--- config.mk ---
export PLATFORM = sky130hd
export DESIGN_NAME = hall_tach_out
export DESIGN_NICKNAME = d
export VERILOG_FILES = /design/src/rtl/hall_tach_pkg.sv /design/src/rtl/hall_tach_ctrl.sv /design/src/rtl/hall_tach_dp.sv /design/src/rtl/hall_tach_out.sv
export SDC_FILE = /design/constraint.sdc
export NUM_CORES = 1
export LEC_CHECK = 0
export ABC_AREA = 1
export BUFFER_PORTS_ARGS = -buffer_cell sky130_fd_sc_hd__buf_4
export CORE_AREA = 3 3 40 42
export CTS_BUF_LIST = sky130_fd_sc_hd__clkbuf_8
export CTS_CLUSTER_DIAMETER = 150
export DETAILED_ROUTE_END_ITERATION = 12
export DIE_AREA = 0 0 43 45
export PLACE_DENSITY = 0.77
export SETUP_SLACK_MARGIN = 0.1
export SLEW_MARGIN = 15
export SYNTH_ARGS = -nofsm -noshare
export SYNTH_HDL_FRONTEND = slang
export SYNTH_SLANG_ARGS = --single-unit
--- constraint.sdc ---
create_clock -name clk -period 1.3 [get_ports clk]
set_input_delay 0.26 -clock clk [delete_from_list [all_inputs] [get_ports clk]]
set_output_delay 0.26 -clock clk [all_outputs]
set_load 0.02 [all_outputs]
--- src/rtl/hall_tach_pkg.sv ---
`timescale 1ns/1ps
package hall_tach_pkg;
  localparam int HALL_W = 3;

  typedef struct packed {
    logic primed;      // reference sample taken since reset
    logic combEdge;    // exclusive-OR signal changed this cycle
    logic riseSingle;  // first sensor rose this cycle
    logic riseComb;    // exclusive-OR signal rose this cycle
    logic useSingle;   // mode in force from this edge on: first sensor
    logic useDivided;  // mode in force from this edge on: halved
  } tachStrobe_t;
endpackage

--- src/rtl/hall_tach_ctrl.sv ---
`timescale 1ns/1ps
module hall_tach_ctrl
  import hall_tach_pkg::*;
#(
  parameter int HALL_N = HALL_W
) (
  input  logic              clk,
  input  logic              rstN,
  input  logic [HALL_N-1:0] hall,
  input  logic              selDivN,
  input  logic              selSrcN,
  output tachStrobe_t       strb
);
  logic [HALL_N-1:0] prevHall;
  logic primed;
  logic modeSingle, modeDiv;
  logic combNow, combPrev, combEdge, loadMode;
  logic nextSingle, nextDiv;

  assign combNow    = ^hall;
  assign combPrev   = ^prevHall;
  assign combEdge   = primed & (combNow ^ combPrev);
  assign loadMode   = ~primed | combEdge;
  assign nextSingle = loadMode ? ~selSrcN : modeSingle;
  assign nextDiv    = loadMode ? ~selDivN : modeDiv;

  always_ff @(posedge clk) begin
    if (!rstN) begin
      prevHall   <= '0;
      primed     <= 1'b0;
      modeSingle <= 1'b0;
      modeDiv    <= 1'b0;
    end else begin
      prevHall   <= hall;
      primed     <= 1'b1;
      modeSingle <= nextSingle;
      modeDiv    <= nextDiv;
    end
  end

  always_comb begin
    strb.primed     = primed;
    strb.combEdge   = combEdge;
    strb.riseSingle = primed & hall[0] & ~prevHall[0];
    strb.riseComb   = primed & combNow & ~combPrev;
    strb.useSingle  = nextSingle;
    strb.useDivided = nextDiv;
  end

  // Mode is only re-captured at an exclusive-OR transition
  p_mode_hold_r7: assert property (@(posedge clk) disable iff (!rstN)
    (primed && !combEdge) |=> ($stable(modeSingle) && $stable(modeDiv)));
endmodule

--- src/rtl/hall_tach_dp.sv ---
`timescale 1ns/1ps
module hall_tach_dp
  import hall_tach_pkg::*;
(
  input  logic        clk,
  input  logic        rstN,
  input  logic        hallSingle,
  input  logic        hallComb,
  input  tachStrobe_t strb,
  output logic        outLevel,
  output logic        edgePulse
);
  logic divSingle, divComb;
  logic divSingleNext, divCombNext;
  logic srcLevel;

  assign divSingleNext = divSingle ^ strb.riseSingle;
  assign divCombNext   = divComb ^ strb.riseComb;

  always_comb begin
    if (strb.useDivided)
      srcLevel = strb.useSingle ? divSingleNext : divCombNext;
    else
      srcLevel = strb.useSingle ? hallSingle : hallComb;
  end

  always_ff @(posedge clk) begin
    if (!rstN) begin
      divSingle <= 1'b0;
      divComb   <= 1'b0;
      outLevel  <= 1'b1;
      edgePulse <= 1'b0;
    end else begin
      divSingle <= divSingleNext;
      divComb   <= divCombNext;
      outLevel  <= srcLevel;
      edgePulse <= strb.combEdge;
    end
  end

  // Output only moves at a transition of the exclusive-OR signal
  p_out_hold_r7: assert property (@(posedge clk) disable iff (!rstN)
    (strb.primed && !strb.combEdge) |=> $stable(outLevel));

  // Single-sensor toggle state holds without a rising edge
  p_div_single_hold_r5: assert property (@(posedge clk) disable iff (!rstN)
    !strb.riseSingle |=> $stable(divSingle));

  // Exclusive-OR toggle state inverts on a rising edge
  p_div_comb_flip_r5: assert property (@(posedge clk) disable iff (!rstN)
    strb.riseComb |=> (divComb != $past(divComb)));

  // Strobe follows each transition for one cycle
  p_pulse_on_r8: assert property (@(posedge clk) disable iff (!rstN)
    strb.combEdge |=> edgePulse);
  p_pulse_off_r8: assert property (@(posedge clk) disable iff (!rstN)
    !strb.combEdge |=> !edgePulse);

  // Reference sample after reset gives no strobe
  p_prime_quiet_r9: assert property (@(posedge clk) disable iff (!rstN)
    !strb.primed |=> !edgePulse);
endmodule

--- src/rtl/hall_tach_out.sv ---
`timescale 1ns/1ps
module hall_tach_out
  import hall_tach_pkg::*;
(
  input  logic clk,
  input  logic rstN,
  input  logic hallA,
  input  logic hallB,
  input  logic hallC,
  input  logic selDivN,
  input  logic selSrcN,
  output logic tachSink,
  output logic combPulse
);
  tachStrobe_t strb;
  logic outLevel;
  logic [HALL_W-1:0] hallVec;

  assign hallVec = {hallC, hallB, hallA};

  hall_tach_ctrl #(.HALL_N(HALL_W)) u_ctrl (
    .clk     (clk),
    .rstN    (rstN),
    .hall    (hallVec),
    .selDivN (selDivN),
    .selSrcN (selSrcN),
    .strb    (strb)
  );

  hall_tach_dp u_dp (
    .clk        (clk),
    .rstN       (rstN),
    .hallSingle (hallA),
    .hallComb   (^hallVec),
    .strb       (strb),
    .outLevel   (outLevel),
    .edgePulse  (combPulse)
  );

  assign tachSink = ~outLevel;

  // Released while in reset
  p_reset_release_r1: assert property (@(posedge clk)
    !rstN |=> (!tachSink && !combPulse));
endmodule

==> key figures, run 1 <==
Run status
  • Status: finished with violations
  • Failing checks: negative setup slack

Placed design
  • I/O Buffers: 8
  • Hpwl dp: 847 um
  • RePlAce Congestion: 0.812

STA
  • Final Hold Vio Count: 0
  • RSZ-0062 raised after global routing: yes
  • FMAX: 722 MHz
  • Worst slew margin: 86.2%
  • Worst slew pin tran: 207 ps
  • Hold slack: 172 ps
  • Final worst path period share: 107%
  • Skew final: 4.40 ps
  • Min Tclk post-route: 1390 ps
  • Slack of the critical path: -85.9 ps
  • Setup violators final: 1
  • Max Slew Vio Count: 0

Detailed routing
  • Average vias per placed instance: 4.72
  • DR iter-0 viols: 15
  • DRT Pass-1 Iters: 4
  • DR vias: 510
  • WL/cell: 10.4 um
  • Final wirelength: 1120 um
  • DRC Markers: 0
  • ANT nets after route: 0

Critical path
  • Buffers & Inverters on Critical Path: 2
  • Critical Path RT: 1440 ps
  • Worst setup EP type: flop
  • Arrival time of the worst setup path: 1530 ps
  • Cell breakdown of the critical path: inv_2 -> nand2_1 -> nand2_1 -> nand2_2 -> nand2_4 -> nand2_8 -> nand3_4 -> nand2_1 -> nand2_1 -> nor2_1 -> nand3_1 -> nand2_1 -> inv_1
  • Delay-heaviest family, CP: simple AND/OR/NAND/NOR gates
  • Top cell by count, worst path: nand2_1
  • CP max FO: 6
  • Crit-path slowest cell: dfxtp_2
  • CP startpoint kind: flop
  • Slowest cell delay on critical path: 320 ps
  • Setup Crit Path Kind: flop to flop

Power
  • Peak supply drop: 0.767 mV
  • Final Power: 0.000958 W
  • P per Cell Area: 1280 nW/um2
  • Leakage: 0.389 nW

Clock tree
  • Clock transition at the registers of the reported paths: 50 ps
  • Setup Buffers After CTS: 0
  • CTS H-Tree Depth: 1
  • Clk root buf: clkbuf_8
  • Clk Latency, worst-skew pair: 240 ps
  • Worst-case clock buffer depth: 2
  • Num Clock Sinks: 10
  • TritonCTS buffer count: 3
  • CTS tree: yes

Global route
  • Vias in the first global route: 446
  • First-pass GRT wire length: 1860 um
  • GRT overflow: 0
  • Largest net degree at the start of global routing: 9
  • Global Route Usage Sum: 13.5%
  • Initial antenna violation count: 0

Synthesis
  • Syn_area_per_cell: 7.43 um2
  • Synth cell types: 18
  • Synth Register Bits: 10
  • YS warnings: 0
  • Syn Inst Count: 77
  • Net count after synthesis: 84
  • Seq/Total Area, Yosys: 35.0%
  • Cell area after synthesis: 572 um2

Run
  • Max cap viols: 0

Die
  • Die height: 45 um
  • Die width: 43 um
  • Die Area: 1940 um2
  • Row count: 13
  • Initial Util: 44.5%
  • Core Area: 1280 um2
  • I/O Pins: 9

Layout
  • Area grow syn2layout: 31.3%
  • Most common cell after layout, fill and taps aside: nand2_1
  • Fill cells: 116
  • Fraction of layout cells with a size suffix above 1: 39.8%
  • Nets@finish: 101
  • N_diodes: 0
  • Commonest non-fill, non-tap cells in the layout: nand2_1, inv_1, buf_4, dfxtp_1, nand3_1

Min path
  • Worst hold path class: primary input to flop
-- what timing repair did --
item	CTS	global route
hold buffers	0	0
setup endpoints to repair	1	4
gates resized for setup	0	1
endpoints found under the hold margin	0	0
-- metal layers --
metal | up-vias | GRT usage, % | share of wire [%]
met4 | 0 | 9.04 | 2.8
met3 | 4 | 4.78 | 3.5
met2 | 11 | 21.6 | 47
met1 | 224 | 15.4 | 47
li1 | 271 | - | -
met5 | - | 0 | 0
-- registers in the layout, summed over array words and instances, names as in the netlist --
name,count
u_ctrl.prevHall,3
u_ctrl.modeDiv,1
u_ctrl.modeSingle,1
u_ctrl.primed,1
u_dp.divComb,1
u_dp.divSingle,1
u_dp.edgePulse,1
u_dp.outLevel,1
-- area by class of cell --
type / instances / area, um2 / share of cell area [%]
Multi-Input combinational cell: 49 / 310 / 41.3
Tap cell: 15 / 18.8 / 2.50
Clock buffer: 4 / 55.1 / 7.33
Timing Repair Buffer: 13 / 97.6 / 13.0
Sequential cell: 10 / 203 / 27.0
Inverter: 17 / 66.3 / 8.83
-- synthesized netlist by cell type, drive strengths merged --
cell type / instances / area share [%]
a21oi: 3 / 2.6
xor2: 1 / 1.5
nor2: 3 / 3.3
inv: 17 / 12
dfxtp: 10 / 35
buf: 1 / 0.87
nand3b: 2 / 2.6
nand2: 24 / 22
nand4: 5 / 5.5
nand3: 11 / 15
-- where the power goes --
| group | switching, W | total (W) | leakage (nW) | internal (W) |
|---|---|---|---|---|
| logic | 0.000125 | 0.000213 | 0.277 | 0.0000888 |
| registers | 0.0000115 | 0.000344 | 0.0836 | 0.000333 |
| clock network | 0.000134 | 0.000401 | 0.0288 | 0.000267 |
-- path summary, 6_finish.rpt --
| path | slack (ps) | to | depth (start not counted) | startpoint |
|---|---|---|---|---|
| worst max-delay path | -90 | u_dp.outLevel | 13 | u_ctrl.prevHall[0] |
| worst min register to register | 500 | u_dp.divSingle | 2 | u_dp.divSingle |
| worst max register to register | -90 | u_dp.outLevel | 13 | u_ctrl.prevHall[0] |
| worst min-delay path | 170 | u_ctrl.primed | 1 | rstN |
-- stage by stage --
step	area, um2	TNS, ps	std cells	setup WS [ps]	utilization (%)
final	751	-85.9	108	-85.9	58.4
after global routing	751	-179	108	-179	58.4
after CTS	748	-79.1	108	-79.1	58.2
after detailed placement	693	-109	104	-109	53.9
after global placement	693	-77.1	104	-77.1	53.9
after floorplan	582	0	77	72.9	-
-- logic make-up (layout without fill, tap and decap cells) --
group | Yosys count | in the layout | share of synthesized area, %
simple gates | 45 | 45 | 48.4
flops | 10 | 10 | 35.0
xor+xnor | 1 | 1 | 1.53
buf+inv | 18 | 34 | 12.5
compound gates | 3 | 3 | 2.63
-- worst register-to-register path, cell delays in order (launching register included) --
cell     delay, ps
dfxtp_2        320
inv_2           40
nand2_1         70
nand2_1         70
nand2_2        110
nand2_4         90
nand2_8         90
nand3_4         90
nand2_1         70
nand2_1         60
nor2_1         130
nand3_1         80
nand2_1         60
inv_1           30
Power figures use the tool's default switching activity.
==> inputs of run 2 (changes only) <==
- ABC_AREA: 1 -> 0
- PLACE_DENSITY: 0.77 -> 0.71
==> run 2 against run 1 <==
Compared with the run above:
- the run still ends with negative setup slack left
- non-clock buffer count up 5
- synthesized cell count down 35%
- sequential cell count unchanged
- critical path type unchanged
- largest power group unchanged
==> key figures, run 2 <==
Critical path
  • Buffers & Inverters on Critical Path: 0 (was 2)
  • CP max FO: 7 (was 6)
  • Worst setup EP type: flop (unchanged)
  • Reg2reg path depth: 5 (was 13)
  • Delay-heaviest family, CP: XOR/XNOR gates (was simple AND/OR/NAND/NOR gates)
  • Stages on worst setup path: 5 (was 13)
  • Slowest cell delay on critical path: 470 ps (was 320 ps)
  • Cell breakdown of the critical path: xnor3_2 -> xnor2_4 -> nand3_2 -> nor2b_4 -> o311ai_1 (was inv_2 -> nand2_1 -> nand2_1 -> nand2_2 -> nand2_4 -> nand2_8 -> nand3_4 -> nand2_1 -> nand2_1 -> nor2_1 -> nand3_1 -> nand2_1 -> inv_1)
  • Setup Crit Path Kind: flop to flop (unchanged)
  • Critical Path RT: 1440 ps (about the same)
  • Arrival time of the worst setup path: 1820 ps (was 1530 ps)
  • CP startpoint kind: flop (unchanged)
  • Crit-path slowest cell: xnor3_2 (was dfxtp_2)

Run status
  • Failing checks: negative setup slack (unchanged)
  • Status: finished with violations (unchanged)

Global route
  • M2 GR Usage: 26.3% (was 21.6%)
  • M3 GR Usage: 4.78% (unchanged)
  • Gr busiest metal: met2 (unchanged)
  • Largest net degree at the start of global routing: 9 (unchanged)
  • Vias in the first global route: 473 (was 446)
  • Global Route Usage Sum: 16.3% (was 13.5%)
  • GRT overflow: 0 (unchanged)
  • Grt met1 use: 17.5% (was 15.4%)
  • Initial antenna violation count: 0 (unchanged)
  • First-pass GRT wire length: 2150 um (was 1860 um)

Min path
  • Hold Path Cell Cnt: 1 (unchanged)
  • Worst hold path class: primary input to flop (unchanged)

Layout
  • Final core utilization: 58.9% (was 58.4%)
  • Fraction of layout cells with a size suffix above 1: 50.7% (was 39.8%)
  • Fill cells: 108 (was 116)
  • Nets@finish: 79 (was 101)
  • Most common cell after layout, fill and taps aside: buf_4 (was nand2_1)
  • Commonest non-fill, non-tap cells in the layout: buf_4, dfxtp_1, clkbuf_8 (was nand2_1, inv_1, buf_4, dfxtp_1, nand3_1)
  • N_diodes: 0 (unchanged)
  • Max FFs per register: 3 (unchanged)
  • Register with the most flip-flops: u_ctrl.prevHall (unchanged)
  • Final Instance Area: 757 um2 (was 751 um2)
  • Multi-input gate area: 327 um2 (was 310 um2)
  • Area grow syn2layout: 48.3% (was 31.3%)
  • Final std cells w/o fill: 86 (was 108)
  • FF+latch area: 203 um2 (unchanged)

Die
  • I/O Pins: 9 (unchanged)
  • Die height: 45 um (unchanged)
  • Initial Util: 39.7% (was 44.5%)
  • Core Area: 1280 um2 (unchanged)
  • Die Area: 1940 um2 (unchanged)
  • Die width: 43 um (unchanged)
  • Row count: 13 (unchanged)

STA
  • Slack of the critical path: -373 ps (was -85.9 ps)
  • Final Hold Vio Count: 0 (unchanged)
  • Final worst path period share: 129% (was 107%)
  • Worst slew margin: 80.5% (was 86.2%)
  • Worst slew pin tran: 292 ps (was 207 ps)
  • Skew final: 8.30 ps (was 4.40 ps)
  • Setup violators final: 5 (was 1)
  • Setup TNS: -908 ps (was -85.9 ps)
  • RSZ-0062 raised after global routing: yes (unchanged)
  • Min Tclk post-route: 1670 ps (was 1390 ps)
  • Hold slack: 190 ps (was 172 ps)
  • FMAX: 598 MHz (was 722 MHz)
  • Max Slew Vio Count: 0 (unchanged)

Synthesis
  • Post-synth top cells: dfxtp_1, a21oi_1, inv_1, nand2_1, nor2_1 (was nand2_1, inv_1, dfxtp_1, nand3_1, nand4_1)
  • Seq/Total Area, Yosys: 39.2% (was 35.0%)
  • Synth async-reset ratio: 0% (unchanged)
  • Leading area contributor after synthesis: dfxtp_1 (unchanged)
  • Post-synth EDFFs: 0 (unchanged)
  • Synth Register Bits: 10 (unchanged)
  • Yosys top cell area share: 39.2% (was 35.0%)
  • Top FF cell, synth: dfxtp_1 (unchanged)
  • Largest cells by area after synthesis: dfxtp_1, xnor3_2, xnor2_4, a21oi_1, nand3b_1 (was dfxtp_1, nand2_1, inv_1, nand3_2, nand4_1)
  • Cell area after synthesis: 510 um2 (was 572 um2)
  • Syn_area_per_cell: 10.2 um2 (was 7.43 um2)
  • YS warnings: 0 (unchanged)
  • Net count after synthesis: 57 (was 84)
  • Synth cell types: 27 (was 18)
  • Syn Inst Count: 50 (was 77)
  • Most common cell in the netlist: dfxtp_1 (was nand2_1)

Detailed routing
  • WL/cell: 15.0 um (was 10.4 um)
  • DRC Markers: 0 (unchanged)
  • DRT Pass-1 Iters: 4 (unchanged)
  • Final wirelength: 1290 um (was 1120 um)
  • ANT nets after route: 0 (unchanged)
  • DR iter-0 viols: 9 (was 15)
  • Average vias per placed instance: 5.16 (was 4.72)
  • DR vias: 444 (was 510)

Clock tree
  • CTS H-Tree Depth: 1 (unchanged)
  • Worst-case clock buffer depth: 2 (unchanged)
  • TritonCTS buffer count: 3 (unchanged)
  • Clk root buf: clkbuf_8 (unchanged)
  • CTS tree: yes (unchanged)
  • Clock transition at the registers of the reported paths: 50 ps (about the same)
  • Num Clock Sinks: 10 (unchanged)
  • Clk Latency, worst-skew pair: 240 ps (about the same)
  • Cts hold-fix bufs: 0 (unchanged)

Placed design
  • Hpwl dp: 879 um (was 847 um)
  • Post-DP Area: 648 um2 (was 693 um2)
  • RePlAce Congestion: 0.830 (was 0.812)
  • Placed cell count: 80 (was 104)
  • I/O Buffers: 8 (unchanged)

Power
  • Leakage: 0.347 nW (was 0.389 nW)
  • Peak supply drop: 0.622 mV (was 0.767 mV)
  • P per Cell Area: 1400 nW/um2 (was 1280 nW/um2)

Run
  • Max cap viols: 0 (unchanged)
[run 2: area by class of cell]
cell class                      count  area share, %
Inverter                            3           1.49
Timing Repair Buffer               18           18.8
Multi-Input combinational cell     36           43.1
Clock buffer                        4           7.27
Tap cell                           15           2.48
Sequential cell                    10           26.8
[run 2: stage by stage]
| stage | worst slack, ps | power (W) |
|---|---|---|
| floorplan | -310 | 0.000520 |
| global route | -468 | 0.00112 |
| global placement | -360 | 0.000603 |
| detailed placement | -400 | 0.000610 |
| CTS | -360 | 0.00105 |
| finish | -373 | 0.00106 |
[run 2: power breakdown]
group / total, W / switching, W / internal, W
clock: 0.000390 / 0.000124 / 0.000266
sequential: 0.000355 / 0.0000191 / 0.000335
combinational: 0.000319 / 0.000144 / 0.000175
total: 0.00106 / 0.000286 / 0.000777
[run 2: logic make-up after synthesis]
group           after synthesis  share of synthesized area, %
buf+inv                       4                          3.19
simple gates                 19                          22.8
xor+xnor                      5                          18.1
compound gates               12                          16.7
flops                        10                          39.2
[run 2: worst paths after layout]
| check | slack [ps] | startpoint | to |
|---|---|---|---|
| setup / recovery | -370 | u_ctrl.prevHall[2] | u_dp.outLevel |
| setup reg to reg | -370 | u_ctrl.prevHall[2] | u_dp.outLevel |
| hold / removal | 190 | rstN | u_ctrl.primed |
| hold reg to reg | 570 | u_ctrl.modeSingle | u_ctrl.modeSingle |
[run 2: worst reg2reg max path, cell delays in order (launching register included)]
cell and delay (ps):
dfxtp_2 310, xnor3_2 470, xnor2_4 270, nand3_2 130, nor2b_4 150, o311ai_1 260
[run 2: repair_timing]
item                                    in CTS  in global routing
pin swaps                                    5                  1
buffers inserted                             2                  0
cloned                                       0                  0
endpoints found under the setup margin       5                  5
resized for setup                            4                  6
[run 2: layer usage]
layer  vias up  wire length, um
li1        219                -
met1       206              531
met2        12              647
met3         7               55
met4         0               54
met5         -                0
